## src/rtl/gpio12_pkg.sv

```systemverilog
// Shared constants for the twelve-pin GPIO controller.
// Assumes a byte-addressed register port with word-aligned accesses.
package gpio12_pkg;
    localparam int NUM_PINS   = 12;
    localparam int DATA_W     = 32;
    localparam int ADDR_W     = 8;
    localparam int POL_STRIDE = 4;
    localparam int POL_GROUP  = 8;
    localparam int SYNC_STAGES = 2;

    localparam logic [ADDR_W-1:0] OFF_DOUT = 8'h00;
    localparam logic [ADDR_W-1:0] OFF_OE   = 8'h04;
    localparam logic [ADDR_W-1:0] OFF_DIN  = 8'h08;
    localparam logic [ADDR_W-1:0] OFF_STAT = 8'h0C;
    localparam logic [ADDR_W-1:0] OFF_POLA = 8'h10;
    localparam logic [ADDR_W-1:0] OFF_IEN  = 8'h14;
    localparam logic [ADDR_W-1:0] OFF_POLB = 8'h18;
    localparam logic [ADDR_W-1:0] OFF_MUX  = 8'h1C;
endpackage

```

## src/rtl/gpio12_sync.sv

```systemverilog
// Multi-stage synchronizer for asynchronous pin levels.
// Assumes each bit is independent; no bus coherency is provided.
module gpio12_sync #(
    parameter int W      = 12,
    parameter int STAGES = 2
) (
    input  logic         clk,
    input  logic         rst_n,
    input  logic [W-1:0] d_async,
    output logic [W-1:0] q_sync
);
    logic [W-1:0] stg [STAGES];

    // Shift the pin levels through the synchronizer chain.
    always_ff @(posedge clk) begin
        if (!rst_n) begin
            for (int i = 0; i < STAGES; i++) stg[i] <= '0;
        end else begin
            stg[0] <= d_async;
            for (int i = 1; i < STAGES; i++) stg[i] <= stg[i-1];
        end
    end

    assign q_sync = stg[STAGES-1];
endmodule

```

## src/rtl/gpio12_irq.sv

```systemverilog
// Level interrupt latch: compares synchronized pins with per-pin polarity,
// latches status, applies write-1 clears (set wins) and forms the interrupt.
// Assumes pol_vec and clr_vec are already decoded per pin.
module gpio12_irq #(
    parameter int NPINS = 12
) (
    input  logic             clk,
    input  logic             rst_n,
    input  logic [NPINS-1:0] pins_sync,
    input  logic [NPINS-1:0] pol_vec,
    input  logic [NPINS-1:0] clr_vec,
    input  logic [NPINS-1:0] en_vec,
    output logic [NPINS-1:0] status,
    output logic             irq
);
    logic [NPINS-1:0] lvl;
    logic [NPINS-1:0] st_q;

    // Active level: pin high with polarity 0, pin low with polarity 1.
    always_comb lvl = pins_sync ^ pol_vec;

    // Latch status; a fresh level on the same edge overrides a clear.
    always_ff @(posedge clk) begin
        if (!rst_n) st_q <= '0;
        else        st_q <= (st_q & ~clr_vec) | lvl;
    end

    // Combine enabled status bits into the single interrupt.
    always_comb irq = |(st_q & en_vec);

    assign status = st_q;

    p_set_on_level_r4: assert property (@(posedge clk) disable iff (!rst_n)
        (lvl != '0) |=> ((st_q & $past(lvl)) == $past(lvl)));

    p_hold_until_clear_r5: assert property (@(posedge clk) disable iff (!rst_n)
        1'b1 |=> ((($past(st_q) & ~st_q) & ~$past(clr_vec)) == '0));

    p_set_beats_clear_r6: assert property (@(posedge clk) disable iff (!rst_n)
        ((clr_vec & lvl) != '0) |=> ((st_q & $past(clr_vec & lvl)) == $past(clr_vec & lvl)));
endmodule

```

## src/rtl/gpio12_regs.sv

```systemverilog
// Register file and read multiplexer for the GPIO controller.
// Assumes single-cycle write strobes and combinational reads.
module gpio12_regs
    import gpio12_pkg::*;
#(
    parameter int NPINS = NUM_PINS,
    parameter int DW    = DATA_W
) (
    input  logic              clk,
    input  logic              rst_n,
    input  logic [ADDR_W-1:0] bus_addr,
    input  logic              bus_wr,
    input  logic [DW-1:0]     bus_wdata,
    input  logic              bus_rd,
    output logic [DW-1:0]     bus_rdata,
    input  logic [NPINS-1:0]  pins_sync,
    input  logic [NPINS-1:0]  status,
    output logic [NPINS-1:0]  out_q,
    output logic [NPINS-1:0]  oe_q,
    output logic [NPINS-1:0]  en_q,
    output logic [DW-1:0]     mux_q,
    output logic [NPINS-1:0]  pol_vec,
    output logic [NPINS-1:0]  clr_vec
);
    localparam int PAD = DW - NPINS;

    logic [DW-1:0] pola_q;
    logic [DW-1:0] polb_q;

    // Capture writes into the writable registers.
    always_ff @(posedge clk) begin
        if (!rst_n) begin
            out_q  <= '0;
            oe_q   <= '0;
            en_q   <= '0;
            pola_q <= '0;
            polb_q <= '0;
            mux_q  <= '0;
        end else if (bus_wr) begin
            case (bus_addr)
                OFF_DOUT: out_q  <= bus_wdata[NPINS-1:0];
                OFF_OE:   oe_q   <= bus_wdata[NPINS-1:0];
                OFF_IEN:  en_q   <= bus_wdata[NPINS-1:0];
                OFF_POLA: pola_q <= bus_wdata;
                OFF_POLB: polb_q <= bus_wdata;
                OFF_MUX:  mux_q  <= bus_wdata;
                default:  ;
            endcase
        end
    end

    // Pick each pin's polarity bit out of the two polarity registers.
    for (genvar n = 0; n < NPINS; n++) begin : g_pol
        if (n < POL_GROUP) begin : g_lo
            assign pol_vec[n] = pola_q[POL_STRIDE*n];
        end else begin : g_hi
            assign pol_vec[n] = polb_q[POL_STRIDE*(n-POL_GROUP)];
        end
    end

    // Write-one-to-clear request for the status latch.
    always_comb clr_vec = (bus_wr && bus_addr == OFF_STAT) ? bus_wdata[NPINS-1:0] : '0;

    // Read multiplexer; unmapped offsets and idle cycles return zero.
    always_comb begin
        bus_rdata = '0;
        if (bus_rd) begin
            case (bus_addr)
                OFF_DOUT: bus_rdata = {{PAD{1'b0}}, out_q};
                OFF_OE:   bus_rdata = {{PAD{1'b0}}, oe_q};
                OFF_DIN:  bus_rdata = {{PAD{1'b0}}, pins_sync};
                OFF_STAT: bus_rdata = {{PAD{1'b0}}, status};
                OFF_POLA: bus_rdata = pola_q;
                OFF_IEN:  bus_rdata = {{PAD{1'b0}}, en_q};
                OFF_POLB: bus_rdata = polb_q;
                OFF_MUX:  bus_rdata = mux_q;
                default:  bus_rdata = '0;
            endcase
        end
    end

    p_reset_clears_r1: assert property (@(posedge clk)
        !rst_n |=> (out_q == '0 && oe_q == '0 && en_q == '0 && mux_q == '0));

    p_oe_write_r2: assert property (@(posedge clk) disable iff (!rst_n)
        (bus_wr && bus_addr == OFF_OE) |=> (oe_q == $past(bus_wdata[NPINS-1:0])));

    p_mux_write_r8: assert property (@(posedge clk) disable iff (!rst_n)
        (bus_wr && bus_addr == OFF_MUX) |=> (mux_q == $past(bus_wdata)));
endmodule

```

## src/rtl/gpio12_ctrl.sv

```systemverilog
// Top of the twelve-pin GPIO controller: synchronizer, register file and
// level interrupt latch. Assumes pads and mux routing live outside.
module gpio12_ctrl
    import gpio12_pkg::*;
(
    input  logic                clk,
    input  logic                rst_n,
    input  logic [ADDR_W-1:0]   bus_addr,
    input  logic                bus_wr,
    input  logic [DATA_W-1:0]   bus_wdata,
    input  logic                bus_rd,
    output logic [DATA_W-1:0]   bus_rdata,
    input  logic [NUM_PINS-1:0] pin_in,
    output logic [NUM_PINS-1:0] pin_out,
    output logic [NUM_PINS-1:0] pin_oe,
    output logic [DATA_W-1:0]   mux_sel,
    output logic                irq
);
    logic [NUM_PINS-1:0] pins_sync;
    logic [NUM_PINS-1:0] status;
    logic [NUM_PINS-1:0] en_q;
    logic [NUM_PINS-1:0] pol_vec;
    logic [NUM_PINS-1:0] clr_vec;

    gpio12_sync #(.W(NUM_PINS), .STAGES(SYNC_STAGES)) u_sync (
        .clk     (clk),
        .rst_n   (rst_n),
        .d_async (pin_in),
        .q_sync  (pins_sync)
    );

    gpio12_regs #(.NPINS(NUM_PINS), .DW(DATA_W)) u_regs (
        .clk       (clk),
        .rst_n     (rst_n),
        .bus_addr  (bus_addr),
        .bus_wr    (bus_wr),
        .bus_wdata (bus_wdata),
        .bus_rd    (bus_rd),
        .bus_rdata (bus_rdata),
        .pins_sync (pins_sync),
        .status    (status),
        .out_q     (pin_out),
        .oe_q      (pin_oe),
        .en_q      (en_q),
        .mux_q     (mux_sel),
        .pol_vec   (pol_vec),
        .clr_vec   (clr_vec)
    );

    gpio12_irq #(.NPINS(NUM_PINS)) u_irq (
        .clk       (clk),
        .rst_n     (rst_n),
        .pins_sync (pins_sync),
        .pol_vec   (pol_vec),
        .clr_vec   (clr_vec),
        .en_vec    (en_q),
        .status    (status),
        .irq       (irq)
    );

    p_irq_needs_enabled_status_r7: assert property (@(posedge clk) disable iff (!rst_n)
        irq |-> ((status & en_q) != '0));
endmodule

```

## config.mk

```make
export PLATFORM = sky130hd
export DESIGN_NAME = gpio12_ctrl
export DESIGN_NICKNAME = d
export VERILOG_FILES = /design/src/rtl/gpio12_pkg.sv /design/src/rtl/gpio12_sync.sv /design/src/rtl/gpio12_irq.sv /design/src/rtl/gpio12_regs.sv /design/src/rtl/gpio12_ctrl.sv
export SDC_FILE = /design/constraint.sdc
export NUM_CORES = 1
export LEC_CHECK = 0
export BUFFER_PORTS_ARGS = -buffer_cell sky130_fd_sc_hd__buf_2
export CAP_MARGIN = 20
export CORE_ASPECT_RATIO = 0.7
export CORE_MARGIN = 2
export CORE_UTILIZATION = 60
export DETAILED_ROUTE_END_ITERATION = 8
export PLACE_DENSITY_LB_ADDON = 0.15
export SYNTH_ARGS = -nofsm -noshare
export SYNTH_HDL_FRONTEND = slang
export SYNTH_HIERARCHICAL = 1
export SYNTH_SLANG_ARGS = --single-unit
```

## constraint.sdc

```tcl
create_clock -name clk -period 3.7 [get_ports clk]
set_clock_uncertainty 0.2 [all_clocks]
set_input_delay 0.555 -clock clk [delete_from_list [all_inputs] [get_ports clk]]
set_output_delay 0.555 -clock clk [all_outputs]
set_load 0.05 [all_outputs]
```

=== Word-level counts from Yosys, hierarchy flattened ===
Memory sizes are Yosys's and may differ from the RTL's.
Index checks and enable logic that the tools add are counted.

* Flip-flop bits (word level): 144
* RAM bits: 24
* Bits of input ports: 56
* Output and inout port bits: 89
* Logic and storage cells: 38
* Memories kept: 1

* Equality and inequality tests: 7
* Mux-type cells: 7
* Bitwise operators: 7
* Reductions and logical operators: 9

{| class="wikitable"
|+ Memory list
! name !! words !! width !! rd ports !! clocked after memory_dff !! wr ports !! line !! RTL
|-
| u_sync.stg || 2 || 12 || 2 || 0 || 2 || gpio12_sync.sv:12 || <nowiki>logic [W-1:0] stg [STAGES];</nowiki>
|}

{| class="wikitable"
|+ Operators with widths
! cell !! count
|-
| $pmux 32 s8 || 1
|-
| $mux 12 || 3
|-
| $eq 8x5->1 const B || 4
|-
| $mux 32 || 1
|-
| $and 12x12->12 || 2
|-
| $eq 8x4->1 const B || 2
|-
| $not 12->12 || 1
|-
| $or 12x12->12 || 1
|-
| $reduce_and 2->1 || 6
|-
| $reduce_or 12->1 || 1
|-
| $xor 12x12->12 || 1
|-
| $eq 8x3->1 const B || 1
|-
| $logic_not 8->1 || 1
|-
| $mux 1 || 2
|-
| $or 1x1->1 || 2
|-
| $logic_and 1x1->1 || 1
|}

=== Depth between registers and ports, before layout ===
Gate-level depths: netlist of the first run.

* Word-level depth: 6
* Depth in mapped cells: 7
* Depth with buffers taken out: 5

=== By module ===
The synthesis of the first run kept the hierarchy.

{| class="wikitable"
|+ By module, submodules not included
! module !! instances !! cells an instance !! area each (um^2) !! seq. area each (um^2)
|-
| gpio12_regs || 1 || 738 || 6645.1 || 2642.5
|-
| gpio12_sync || 1 || 62 || 765.7 || 480.5
|-
| gpio12_irq || 1 || 56 || 591.8 || 240.2
|}

=== Worst setup path after synthesis of the first run ===
Ideal clock, no wire load.

* Path kind: input port to output port
* Start: input port bus_addr[4]
* End: output port bus_rdata[10]
* Data arrival time: 2.339 ns
* Path slack: 0.606 ns
* Stages: 6
* Buffers on the path: 3
* Path through: clkbuf_1 -> clkbuf_1 -> clkbuf_1 -> and3_1 -> o211ai_1 -> a31oi_1

* Cells in the longest elaborated chain, start to end: 3
* Elaborated cells between the ends (all ways): 10
* Classes of those cells: 7 x eq/ne; 2 x mux; 1 x reduce/logical

{| class="wikitable"
|+ RTL lines
! what !! line !! RTL
|-
| from (decl) || gpio12_ctrl.sv:8 || <nowiki>input logic [ADDR_W-1:0] bus_addr,</nowiki>
|-
| $eq 8x5->1 (tied with other cells) || gpio12_regs.sv:68 || <nowiki>case (bus_addr)</nowiki>
|-
| $pmux 32 s8 (*) || gpio12_regs.sv:68 ||
|-
| $mux 32 (*) || gpio12_regs.sv:67 || <nowiki>if (bus_rd) begin</nowiki>
|-
| to (decl) || gpio12_ctrl.sv:12 || <nowiki>output logic [DATA_W-1:0] bus_rdata,</nowiki>
|}

Every way passes the cells marked *; elsewhere a longest branch is shown, timed or not.

=== Final worst setup path of the first run ===
* Start: input port bus_addr[3]
* End: output port bus_rdata[1]

Same word-level chain as after synthesis.

==> results of run 1 <==
-- per-layer routing --
layer	routed length, um	vias to the layer above
li1	-	3138
met1	10600	3240
met2	9160	333
met3	2130	25
met4	297	0
met5	0	-
-- per-stage QoR --
stage                     util [%]  area (um2)  cells  hold WS [ps]
after detailed placement      66.3        8690   1099           226
after global routing          70.9        9280   1131           132
after floorplan                  -        8000    856           212
final                         70.9        9280   1132           134
after global placement        66.3        8690   1099           221
after CTS                     70.9        9280   1131           125
-- state kept, by name, summed over array words and instances, names as in the netlist --
signal / cells
u_irq/status: 12
u_regs/pola_q: 32
u_regs/en_q: 12
u_sync/stg: 24
u_regs/mux_q: 32
u_regs/polb_q: 32
u_regs/oe_q: 12
u_regs/out_q: 12
-- final timing paths --
| kind | start | to | slack, ps |
|---|---|---|---|
| worst max-delay path | bus_addr[3] | bus_rdata[1] | 630 |
| worst min-delay path | pin_in[2] | u_sync/stg[0][2]$_SDFF_PN0_ | 130 |
| worst max register to register | u_regs/mux_q[7]$_SDFFE_PN0P_ | u_regs/mux_q[7]$_SDFFE_PN0P_ | 2690 |
| worst min register to register | u_sync/stg[0][6]$_SDFF_PN0_ | u_sync/stg[0][18]$_SDFF_PN0_ | 250 |
-- layout make-up --
type	count	area, um2	share of cell area (%)
Multi-Input combinational cell	594	4190	45.1
Sequential cell	168	3360	36.2
Timing Repair Buffer	171	930	10.0
Clock buffer	17	425	4.58
Tap cell	166	208	2.24
Clock inverter	15	168	1.81
Antenna cell	1	2.50	0.0270
-- cell families after synthesis --
family                 Yosys count  share of synthesized area [%]
XOR/XNOR                        12                           1.31
multiplexers                   176                           22.7
AND/OR/NAND/NOR                332                           21.3
AO/OA/AOI/OAI                   74                           6.64
flip-flops                     168                           42.0
buffers and inverters           94                           5.97
-- worst max-delay path: stages --
cell,delay (ps)
buf_2,420
buf_4,380
and3_1,190
o211ai_1,100
a31oi_1,310
buf_2,340
-- synthesized netlist by cell type (all sizes together), types with 12 or more instances --
cell	count
a21oi	20
nor2b	14
and3	12
o211ai	12
a31oi	12
mux2	44
buf	42
xnor2	12
nor4bb	14
and2	36
dfxtp	168
nand2	165
mux2i	132
nand3	55
a221oi	15
nor3b	13
nand2b	12
a21boi	12
clkbuf	52
-- power by group --
part	switching, mW	total, mW	internal [mW]
Combinational	0.141	0.219	0.0774
Sequential	0.0188	1.85	1.83
Clock	0.866	1.78	0.914
Total	1.03	3.84	2.82
==> impl_metrics.yaml, run 1 <==
synthesis:
  synth_nets: 912
  synthCells: 856
  ys_warn_count: 6
  synth_top_cell_by_area: "dfxtp_1"
  syn_area_mm2: 0.00800
  synth_edf_count: 0
  yosysTopAreaCellShare_pct: 42.0
  synth_area_leaders: "dfxtp_1 (42%), mux2i_1 (17%), nand2_1 (7.7%)"
  synthDistinctLibCells: 32
  async_reset_ff_share_pct: 0
  ys.flop_type: "dfxtp_1"
  avgSynthCellArea_um2: 9.35
  synth-seq-cells: 168
  synth-seq-area-share_pct: 42.0
drt:
  routed_wirelength_um: 22200
  vias_per_cell: 5.95
  num_vias: 6736
  drt_pass1_iterations: 5
  drc: 0
  wire_per_inst_um: 19.6
  first_iter_violations: 573
  ant_nets: 0
die:
  dieArea_mm2: 0.0143
  ioPinCount: 145
  die_x_um: 142
  die_y_um: 101
  core_area_mm2: 0.0131
  rows: 35
  start_util_pct: 61.1
final_layout:
  layout_common_cells: "dfxtp_1 (168), nand2_1 (165), buf_2 (143)"
  syn2layout_area_growth_pct: 16.0
  fill_cells: 1010
  drive_above_1_share_pct: 28.3
  nets: 1008
  layout_commonest_cell: "dfxtp_1"
timing:
  report.final.slew_viol_count: 0
  finalSetupViolations: 0
  fin_crit_sh_pct: 82.9
  setup_tns_ps: 0
  fin_ws_ps: 634
  fmax_mhz: 326
  tightest_slew_ps: 836
  hold_viol: 0
  period_minus_slack_ps: 3070
  slew_headroom_pct: 44.2
  rsz0062_at_grt: "no"
worst_setup_path:
  crit_path_end_kind: "output pin"
  crit_arrival_ps: 2310
  path_class: "in2out"
  critPathRequiredTime_ps: 2940
  reg2reg_depth: 2
  critPathLaunchType: "input port"
  cp_max_fo: 33
placed_design:
  routabilityCongestion: 0.970
  place_hpwl_um: 15400
  pre_cts_slack_ps: 718
  portBuffers: 144
grt:
  grt.met3_usage_pct: 7.60
  grt_pass1_wl_um: 34200
  grt_pass1_vias: 6163
  top_usage_layer: "met1"
  grt_use_met2_pct: 44.2
  gr-usage-met1_pct: 47.0
  track_usage_pct: 31.1
  grt_max_degree: 129
  overflow: 0
  antenna_found_initial: 0
clock_tree:
  cts-resized-gates: 0
  postCtsSetupBuffers: 0
  htree_levels: 4
  path_clk_slew_ps: 80
  cts_root_buffer: "clkbuf_16"
  cts_inserted_buffers: 17
  cts_sinks: 168
  cts_hold_buf: 0
  cts_tree: "built"
  clk_path_buf_depth: 2
  clk-insertion-delay-late_ps: 420
job:
  cap_violations: 0
worst_hold_path:
  whs_path_depth: 2
  hold_class: "in2reg"
power:
  ir_worst_vdd_uv: 292
  total_power_mw: 3.84
  p_per_area_mw_per_mm2: 414
  p_leak_nw: 4.52
run_status:
  outcome: "finished, final reports clean"
Power figures use the tool's default switching activity.
==> run 2, diff against run 1 <==
Settings changed: CORE_UTILIZATION 60 to 56.
Clock period 3.7 ns to 3.15 ns, I/O delays scaled along.
==> run 2 against run 1 <==
Final cell count up 2.4%. Count of clock-buffer cells in the layout grew 3. Critical path depth unchanged. Flip-flop and latch count is the same. Total power grew 15%. Largest cell class unchanged. Highest routed layer unchanged.
==> impl_metrics.yaml, run 2 (synthesis results as in run 1) <==
grt:
  top_usage_layer: "met1"
  grt_max_degree: 75
  grt_pass1_wl_um: 34200
  antenna_found_initial: 0
  grt_pass1_vias: 6170
  track_usage_pct: 28.7
  grt.met3_usage_pct: 6.18
  overflow: 0
  gr-usage-met1_pct: 43.9
  grt_use_met2_pct: 40.4
die:
  die_y_um: 104
  ioPinCount: 145
  core_area_mm2: 0.0139
  rows: 36
  dieArea_mm2: 0.0153
  die_x_um: 147
  start_util_pct: 57.5
timing:
  rsz0062_at_grt: "no"
  period_minus_slack_ps: 2810
  report.final.slew_viol_count: 0
  finalSetupViolations: 0
  fin_crit_sh_pct: 89.3
  tightest_slew_ps: 623
  hold_viol: 0
  slew_headroom_pct: 58.4
  hold_slack_ps: 62.9
  fmax_mhz: 355
  setup_tns_ps: 0
worst_setup_path:
  crit_arrival_ps: 2140
  crit_top_cell: "buf_2"
  cp_max_fo: 18
  critical-path-top-delay-family: "buffers and inverters"
  cp_cell_sequence: "buf_2, buf_4, mux2_2, a221oi_1, a31oi_1, buf_2"
  path_class: "in2out"
  cp_slowest_cell: "mux2_2"
  crit_path_end_kind: "output pin"
  critPathLaunchType: "input port"
  reg2reg_setup_slack_ps: 2160
  max_stage_delay_ps: 360
  critPathRequiredTime_ps: 2480
  timing.critical_path.buf_inv: 3
final_layout:
  layout_common_cells: "dfxtp_1 (168), nand2_1 (165), buf_2 (143)"
  drive_above_1_share_pct: 28.3
  top_regs: "u_regs/mux_q (32), u_regs/pola_q (32), u_regs/polb_q (32)"
  syn2layout_area_growth_pct: 16.5
  nets: 1012
  layout_commonest_cell: "dfxtp_1"
  diodes: 0
  fill_cells: 1126
clock_tree:
  clk-insertion-delay-late_ps: 420
  clk_path_buf_depth: 2
  postCtsSetupBuffers: 0
  cts_root_buffer: "clkbuf_16"
  cts_tree: "built"
  cts_inserted_buffers: 17
  path_clk_slew_ps: 60
  cts-resized-gates: 0
  cts_sinks: 168
  cts_hold_buf: 0
  htree_levels: 4
drt:
  drt_pass1_iterations: 5
  drc: 0
  wire_per_inst_um: 19.3
  num_vias: 6643
  ant_nets: 0
  vias_per_cell: 5.73
  routed_wirelength_um: 22400
  first_iter_violations: 580
placed_design:
  place_hpwl_um: 15900
  portBuffers: 144
  routabilityCongestion: 0.891
power:
  p_per_area_mw_per_mm2: 474
  p_leak_nw: 4.52
  ir_worst_vdd_uv: 363
run_status:
  outcome: "finished, final reports clean"
worst_hold_path:
  hold_class: "in2reg"
job:
  cap_violations: 0
-- run 2: worst paths after layout --
kind	from	cells past startpoint	endpoint
setup / recovery	bus_addr[2]	6	bus_rdata[1]
hold reg to reg	u_sync/stg[0][8]$_SDFF_PN0_	1	u_sync/stg[0][20]$_SDFF_PN0_
setup reg to reg	u_sync/stg[0][17]$_SDFF_PN0_	2	u_irq/status[5]$_SDFF_PN0_
hold / removal	pin_in[1]	2	u_sync/stg[0][1]$_SDFF_PN0_
-- run 2: through the flow --
step / power, mW / utilization [%] / cell area [um2] / setup slack, ps / std cells
after floorplan: 2.37 / - / 8000 / 221 / 856
after global placement: 2.47 / 63.0 / 8770 / 450 / 1127
after detailed placement: 2.48 / 63.0 / 8770 / 384 / 1127
after CTS: 4.44 / 67.0 / 9320 / 371 / 1159
after global routing: 4.55 / 67.0 / 9320 / 233 / 1159
final: 4.42 / 67.0 / 9320 / 336 / 1159
-- run 2: layout make-up --
class | instances | area [um2] | share of cell area (%)
Clock buffer | 20 | 437 | 4.68
Clock inverter | 12 | 118 | 1.26
Multi-Input combinational cell | 594 | 4190 | 44.9
Sequential cell | 168 | 3360 | 36.1
Tap cell | 190 | 238 | 2.55
Timing Repair Buffer | 175 | 981 | 10.5
-- run 2: power breakdown --
group | total (mW) | switching, mW | internal [mW]
clock network | 1.99 | 0.884 | 1.10
logic | 0.268 | 0.171 | 0.0968
registers | 2.17 | 0.0215 | 2.15
-- run 2: layer usage --
metal	vias to the layer above	share of wire [%]
met5	-	0
met4	0	1.4
met3	25	9.3
met2	292	41
met1	3175	48
li1	3151	-
==> run 3, diff against run 2 <==
Settings changed: CELL_PAD_IN_SITES_DETAIL_PLACEMENT from default to 1, CELL_PAD_IN_SITES_GLOBAL_PLACEMENT from default to 1, CORE_UTILIZATION 56 to 43, PLACE_DENSITY_LB_ADDON 0.15 to 0.05.
==> run 3 against run 2 <==
Clock power grew 8%. Worst setup slack gained 37 ps. Combinational power grew 4%. Critical path type unchanged. Critical endpoint is now bus_rdata[10]. Via count grew 0.20%. First-iteration DRC count shrank 30%.
==> impl_metrics.yaml, run 3 (synthesis results as in run 1) <==
run_status:
  outcome: "finished, final reports clean"
drt:
  wire_per_inst_um: 20.9
  first_iter_violations: 405
  routed_wirelength_um: 25100
  drt_pass1_iterations: 4
  ant_nets: 0
  vias_per_cell: 5.53
  drc: 0
  num_vias: 6656
worst_setup_path:
  rr_startpoint: "u_regs/pola_q[16]$_SDFFE_PN0P_"
  rr_endpoint: "u_irq/status[4]$_SDFF_PN0_"
  max_stage_delay_ps: 320
  timing.critical_path.buf_inv: 4
  crit_top_cell: "buf_2"
  path_class: "in2out"
  critPathLaunchType: "input port"
  cp_cell_sequence: "buf_2, buf_12, nor2b_1, buf_4, a221oi_1, a31oi_1, buf_2"
  reg2reg_depth: 2
  reg2reg_setup_slack_ps: 2100
  critPathRequiredTime_ps: 2480
  cp_max_fo: 45
  crit_arrival_ps: 2100
  cp_slowest_cell: "buf_2"
  crit_path_end_kind: "output pin"
  critical-path-top-delay-family: "buffers and inverters"
die:
  ioPinCount: 145
  start_util_pct: 44.2
  die_y_um: 118
  rows: 41
  dieArea_mm2: 0.0197
  die_x_um: 167
  core_area_mm2: 0.0181
clock_tree:
  clk_path_buf_depth: 2
  postCtsSetupBuffers: 0
  cts-resized-gates: 0
  clk-insertion-delay-late_ps: 430
  cts_hold_buf: 0
  cts_sinks: 168
  path_clk_slew_ps: 70
  cts_inserted_buffers: 17
  htree_levels: 4
  cts_tree: "built"
  cts_root_buffer: "clkbuf_16"
grt:
  overflow: 0
  antenna_found_initial: 1
  grt_pass1_vias: 6923
  grt_pass1_wl_um: 39400
  grt_max_degree: 76
  track_usage_pct: 25.6
timing:
  hold_slack_ps: 39.8
  fin_crit_sh_pct: 88.1
  setup_tns_ps: 0
  report.final.slew_viol_count: 0
  slew_headroom_pct: 59.6
  period_minus_slack_ps: 2780
  fmax_mhz: 360
  hold_viol: 0
  tightest_slew_ps: 598
  finalSetupViolations: 0
  rsz0062_at_grt: "no"
final_layout:
  layout_common_cells: "dfxtp_1 (168), nand2_1 (165), buf_2 (143)"
  diodes: 0
  final_cell_count_no_fill: 1204
  top_regs: "u_regs/mux_q (32), u_regs/pola_q (32), u_regs/polb_q (32)"
  drive_above_1_share_pct: 28.4
  syn2layout_area_growth_pct: 18.6
  nets: 1012
  layout_commonest_cell: "dfxtp_1"
job:
  cap_violations: 0
placed_design:
  routabilityCongestion: 0.842
  portBuffers: 144
  place_inst: 1173
  place_hpwl_um: 17200
worst_hold_path:
  whs_path_depth: 2
  hp-start: "pin_in[2]"
  min_to: "u_sync/stg[0][2]$_SDFF_PN0_"
  hold_class: "in2reg"
power:
  p_per_area_mw_per_mm2: 484
  total_power_mw: 4.59
  ir_worst_vdd_uv: 314
  p_leak_nw: 4.57
-- run 3: changes by cell type in the layout (fill, tap and decap cells not counted), sizes merged --
cell / before / now
clkinv: 3 / 4
bufinv: 1 / 3
clkinvlp: 3 / 2
inv: 5 / 2
-- run 3: metrics by stage --
stage | area [um2] | setup WS, ps | utilization [%]
finish | 9490 | 374 | 52.4
global route | 9490 | 312 | 52.4
CTS | 9490 | 431 | 52.4
detailed placement | 8900 | 417 | 49.1
global placement | 8900 | 468 | 49.1
floorplan | 8000 | 221 | -
-- run 3: final cells by class --
| type | instances | area [um2] |
|---|---|---|
| repair buffers | 175 | 1040 |
| fillers | 2067 | 8620 |
| flip-flops and latches | 168 | 3360 |
| clock inverters | 11 | 146 |
| clock buffers | 20 | 447 |
| multi-input cells | 594 | 4200 |
| well taps | 236 | 295 |
-- run 3: how the worst max path moves through the flow --
stage / cells after the start / slack (ps) / to / from
3_3_place_gp: 7 / 470 / bus_rdata[11] / bus_addr[4]
4_1_cts: 6 / 430 / bus_rdata[13] / bus_addr[4]
3_5_place_dp: 6 / 420 / bus_rdata[16] / bus_addr[4]
5_1_grt: 6 / 310 / bus_rdata[14] / bus_addr[4]
2_1_floorplan: 6 / 220 / bus_rdata[10] / bus_addr[4]
6_report: 7 / 370 / bus_rdata[10] / bus_addr[4]
-- run 3: worst register-to-register path, delay by kind of cell (launching register included) --
kind	cells	cell delay [ps]
flops	1	460
xor+xnor	1	180
compound gates	1	90
-- run 3: where the power goes --
group / internal, mW / switching (mW) / total [mW] / leakage (nW)
Clock: 1.27 / 0.880 / 2.15 / 0.287
Combinational: 0.103 / 0.177 / 0.280 / 2.92
Sequential: 2.15 / 0.0209 / 2.17 / 1.36
Total: 3.52 / 1.08 / 4.59 / 4.57
-- run 3: metal layers --
layer,global-route usage [%],share of wire [%]
met5,0,0
met4,7.27,1.4
met3,5.06,4.8
met2,39.3,44
met1,36.5,49
